===== src/rtl/retire_sig_filter.sv =====
module retire_sig_filter #(
  parameter int CTRL_W = 64,
  parameter int CYC_W  = 32,
  parameter int SIG_W  = 32,
  parameter int DEPTH  = 16
) (
  input  logic              clk,
  input  logic              rst_n,
  input  logic              pre_valid,
  input  logic [SIG_W-1:0]  pre_sig,
  input  logic              bundle_valid,
  input  logic [CTRL_W-1:0] bundle_ctrl,
  input  logic [CYC_W-1:0]  bundle_cycles,
  output logic              bundle_ready,
  output logic              retire_ok,
  output logic              escalate,
  output logic              chk_req,
  output logic [SIG_W-1:0]  chk_sig,
  input  logic              verdict_valid,
  input  logic              verdict_ok,
  output logic              verdict_ready
);
  localparam int IDX_W = (DEPTH > 1) ? $clog2(DEPTH) : 1;

  logic [SIG_W-1:0] bad_tab  [DEPTH];
  logic [SIG_W-1:0] good_tab [DEPTH];
  logic [DEPTH-1:0] bad_vld, good_vld, bad_hitv, good_hitv;
  logic [IDX_W-1:0] bad_ptr, good_ptr;
  logic             waiting;
  logic [SIG_W-1:0] pend_sig, sig;

  always_comb begin
    sig = '0;
    for (int j = 0; j < CTRL_W; j++) sig[j % SIG_W] = sig[j % SIG_W] ^ bundle_ctrl[j];
    for (int k = 0; k < CYC_W; k++)  sig[k % SIG_W] = sig[k % SIG_W] ^ bundle_cycles[k];
  end

  for (genvar e = 0; e < DEPTH; e++) begin : g_cmp
    assign bad_hitv[e]  = bad_vld[e]  && (bad_tab[e]  == sig);
    assign good_hitv[e] = good_vld[e] && (good_tab[e] == sig);
  end

  wire bad_hit  = |bad_hitv;
  wire good_hit = |good_hitv;
  wire offer    = bundle_valid && !waiting;
  wire handshake = verdict_valid && waiting;
  wire miss     = offer && !bad_hit && !good_hit;
  wire pre_wr   = pre_valid && !waiting;
  wire bad_wr   = pre_wr || (handshake && !verdict_ok);
  wire good_wr  = handshake && verdict_ok;
  wire [SIG_W-1:0] bad_wdata = waiting ? pend_sig : pre_sig;

  assign bundle_ready  = !waiting;
  assign chk_req       = waiting;
  assign verdict_ready = waiting;
  assign chk_sig       = pend_sig;
  assign retire_ok     = (offer && good_hit && !bad_hit) || good_wr;
  assign escalate      = (offer && bad_hit) || (handshake && !verdict_ok);

  function automatic logic [IDX_W-1:0] bump(input logic [IDX_W-1:0] p);
    return (p == IDX_W'(DEPTH - 1)) ? '0 : p + 1'b1;
  endfunction

  always_ff @(posedge clk) begin
    if (!rst_n) begin
      waiting  <= 1'b0;
      pend_sig <= '0;
      bad_vld  <= '0;
      good_vld <= '0;
      bad_ptr  <= '0;
      good_ptr <= '0;
      for (int e = 0; e < DEPTH; e++) begin
        bad_tab[e]  <= '0;
        good_tab[e] <= '0;
      end
    end else begin
      if (miss) begin
        waiting  <= 1'b1;
        pend_sig <= sig;
      end else if (handshake) begin
        waiting <= 1'b0;
      end
      if (bad_wr) begin
        bad_tab[bad_ptr] <= bad_wdata;
        bad_vld[bad_ptr] <= 1'b1;
        bad_ptr          <= bump(bad_ptr);
      end
      if (good_wr) begin
        good_tab[good_ptr] <= pend_sig;
        good_vld[good_ptr] <= 1'b1;
        good_ptr           <= bump(good_ptr);
      end
    end
  end
endmodule


===== config.mk =====
export PLATFORM = sky130hd
export DESIGN_NAME = retire_sig_filter
export DESIGN_NICKNAME = d
export VERILOG_FILES = /design/src/rtl/retire_sig_filter.sv
export SDC_FILE = /design/constraint.sdc
export NUM_CORES = 2
export LEC_CHECK = 0
export BUFFER_PORTS_ARGS = -buffer_cell sky130_fd_sc_hd__buf_4
export CORE_MARGIN = 2
export CORE_UTILIZATION = 57
export DETAILED_ROUTE_END_ITERATION = 10
export PLACE_DENSITY = 0.75
export SLEW_MARGIN = 25
export SYNTH_ARGS = -nofsm -noshare
export SYNTH_HDL_FRONTEND = slang
export SYNTH_SLANG_ARGS = --single-unit

===== constraint.sdc =====
create_clock -name clk -period 4.42 [get_ports clk]
set_input_delay 0.221 -clock clk [delete_from_list [all_inputs] [get_ports clk]]
set_output_delay 0.221 -clock clk [all_outputs]
set_load 0.02 [all_outputs]

==> out/metrics.yaml <==
min_period_ns: 4.46
critPathLaunchType: "input port"
clkPwrFrac_pct: 35.5
critPathRequiredTime_ns: 4.20
pwr-share-seq_pct: 44.9
skew_ns: 0.0250
dieWidth_um: 314
syn_avg_cell_area_sq_um: 12.1
routabilityCongestion: 0.991
clkTransAtPathRegs_ns: 0.06
cts_root_buffer: "clkbuf_16"
p_switching_mw: 7.88
r2r_end: "chk_sig[30]"
start_util_pct: 57.6
synth_nets: 4654
slowest_stage: "xnor3_2"
setup_viol: 1
grt_overflow_total: 0
ios: 171
cts_num_sinks: 1097
reg2reg_from: "bad_tab[0][16]"
dr_wl_met2_mm: 84.6
num_vias: 40183
drive_gt1_share_pct: 14.7
wl_per_cell_um: 32.6
rr_worst_depth: 11
drv_slew: 0
core_sq_um: 95200
syn-cell-area_sq_um: 54800
status: "complete, but fails checks"
final_common_cell: "edfxtp_1"
postCtsSetupRepairBufs: 0
sw_frac_of_total_pct: 29.4
fmax_mhz: 224
drc: 0
fin_ws_ns: -0.0385
violations: "setup timing"
crit_path_start: "bundle_ctrl[61]"
power_density_nw_per_um2: 425
synthArstFlopShare_pct: 0
ir_drop_uv: 338
worstSetupEndpoint: "retire_ok"
final_net_count: 4915
synth-edff-count: 1024
io_buffers: 170
worstHoldStart: "pre_sig[24]"
dieHeight_um: 314
r2r_slack_ns: 0.71
grt_max_degree: 66
worst_setup_path_end_kind: "output port"
grt_setup_unrepaired: "no"
drtIter0Drc: 7328
ant_nets: 0
hold_viol: 0
antenna_found_initial: 11
area_growth_syn_to_layout_pct: 15.0
leakagePower_nw: 23.5
top_layer_used: "met5"
cts_max_level: 3
ys_warn_count: 0
hold_path_class: "in2reg"
first_pass_iters: 8
slew_headroom_pct: 22.4
finalSetupTns_ns: -0.0385
synth_ff_type: "edfxtp_1"
hpwlAfterDp_mm: 130
dr_wl_met3_mm: 32.6
cts_buffers: 110
vias_per_cell: 6.54
grt_pass1_wl_mm: 277
p_total_mw: 26.8
ys_ff_latch: 1097
yosysSeqAreaShare_pct: 58.8
crit_chain: "buf_4, xnor3_2, buf_4, xnor2_1, nor4_1, nand4_1, o41ai_4, a2111oi_1, buf_12, nand3_2, buf_12, nor2b_1, or2_1, buf_4"
final_cell_mix: "1024 x edfxtp_1, 578 x nor2_1, 575 x xor2_1"
combPwrFrac_pct: 19.6
worstPathArrival_ns: 4.24
tritoncts: "done"
critical_path.max_stage_delay_ns: 1.02
grt_use_total_pct: 40.0
cp_common_cell: "buf_4"
totalWireLength_mm: 200
grt_pass1_vias: 37655
cts.path.max_buffers: 3
dieArea_sq_um: 98600
placementRows: 113
synthCells: 4512
fin_crit_sh_pct: 101
crit_path_max_fanout: 14
wl_met1_mm: 68.3
n_fill_cell: 6846
tightest_slew_ns: 1.14
clk_latency_ns: 0.71
path_class: "in2out"
max_cap_viol_count: 0
p_int_mw: 18.9
ys_types: 68
[metal layers]
layer	track usage (%)	vias to the layer above
li1	-	16239
met1	54.1	19596
met2	58.3	3525
met3	11.1	815
met4	23.1	8
met5	0	-
[area by class of cell]
cell class	instances	area (sq um)	share of cell area (%)
timing repair buffer	481	4080	6.48
sequential	1097	32200	51.1
inverter	14	52.6	0.0834
tap	1265	1580	2.51
clock buffer	155	3070	4.87
clock inverter	52	532	0.844
antenna	8	20.0	0.0318
multi-input combinational	3069	21500	34.0
[worst min-delay path by stage]
| stage | endpoint | slack (ns) | cells past startpoint |
|---|---|---|---|
| floorplan | chk_req | 0.40 | 2 |
| global placement | bad_vld[0] | 0.43 | 2 |
| detailed placement | bad_vld[11] | 0.44 | 2 |
| CTS | bad_tab[5][24] | 0.004 | 3 |
| global route | bad_tab[0][24] | 0.03 | 3 |
| finish | bad_tab[5][24] | 0.04 | 3 |
[cells by family (layout without fill, tap and decap cells)]
logic type | after synthesis | count (layout) | share of synthesized area, %
DFF | 1097 | 1097 | 58.8
buffers and inverters | 346 | 702 | 2.95
muxes | 34 | 34 | 0.621
xor gates and xnor gates | 1089 | 1089 | 18.2
AOI/OAI and AO/OA | 280 | 280 | 3.54
adders and majority gates | 8 | 8 | 0.183
other | 0 | 8 | 0
and+or+nand+nor | 1658 | 1658 | 15.7
[timing repair]
item | 4_1_cts | 5_1_grt
pin swaps | 0 | 0
resized for setup | 1 | 1
hold buffers | 4 | 0
endpoints found under the hold margin | 9 | 0
endpoints found under the setup margin | 2 | 1
[synthesized netlist by cell type (9+ instances only)]
| library cell | instances | share of area (%) |
|---|---|---|
| nor2_1 | 578 | 4.0 |
| nor4_1 | 120 | 1.4 |
| buf_6 | 21 | 0.43 |
| inv_1 | 14 | 0.096 |
| nor3b_1 | 11 | 0.15 |
| clkbuf_1 | 214 | 1.5 |
| and3_1 | 9 | 0.10 |
| xnor2_1 | 479 | 7.7 |
| nor3_1 | 50 | 0.46 |
| o21ai_0 | 54 | 0.49 |
| dfxtp_1 | 73 | 2.7 |
| edfxtp_1 | 1024 | 56 |
| nand2_1 | 99 | 0.68 |
| a21o_1 | 16 | 0.22 |
| nand4_1 | 151 | 1.7 |
| a21oi_1 | 62 | 0.57 |
| mux2i_1 | 34 | 0.62 |
| a22oi_1 | 10 | 0.14 |
| and2_1 | 513 | 5.9 |
| or3_1 | 32 | 0.37 |
| buf_1 | 9 | 0.062 |
| nor2b_1 | 9 | 0.10 |
| a211oi_1 | 12 | 0.16 |
| a221oi_1 | 15 | 0.24 |
| nand3_1 | 52 | 0.47 |
| xnor3_1 | 30 | 1.2 |
| nand2b_1 | 14 | 0.16 |
| a2111oi_0 | 9 | 0.14 |
| o32ai_1 | 12 | 0.19 |
| xor2_1 | 576 | 9.2 |
| buf_4 | 20 | 0.27 |
| buf_2 | 61 | 0.56 |
[power by group through the flow]
stage	clock (mW)	combinational, mW	sequential [mW]
final	9.51	5.26	12.0
after global routing	9.83	5.29	12.1
after floorplan	0	2.64	12.2
after detailed placement	0	4.98	12.2
after global placement	0	4.92	12.2
after CTS	9.45	5.03	12.0
[through the flow]
stage,setup slack (ns),utilization [%],cells,cell area [sq um],hold slack [ns]
after floorplan,0.107,-,4512,54800,0.403
after global placement,0.0706,62.1,5912,59100,0.425
after detailed placement,0.112,62.3,5922,59300,0.437
after CTS,0.201,66.2,6133,63000,0.00412
after global routing,0.0382,66.2,6133,63000,0.0341
final,-0.0385,66.2,6141,63000,0.0356
[state kept, by name (all words and copies together) (netlist names)]
register  cells
chk_sig      32
bad_ptr       4
bad_tab     512
good_ptr      4
good_vld     16
chk_req       1
good_tab    512
bad_vld      16
[critical path, delay by kind of cell]
| kind | cells | cell delay, ns |
|---|---|---|
| buffers and inverters | 5 | 1.03 |
| AO/OA/AOI/OAI | 2 | 1.12 |
| XOR/XNOR | 2 | 1.16 |
| AND/OR/NAND/NOR | 5 | 0.68 |
Power figures use the tool's default switching activity.
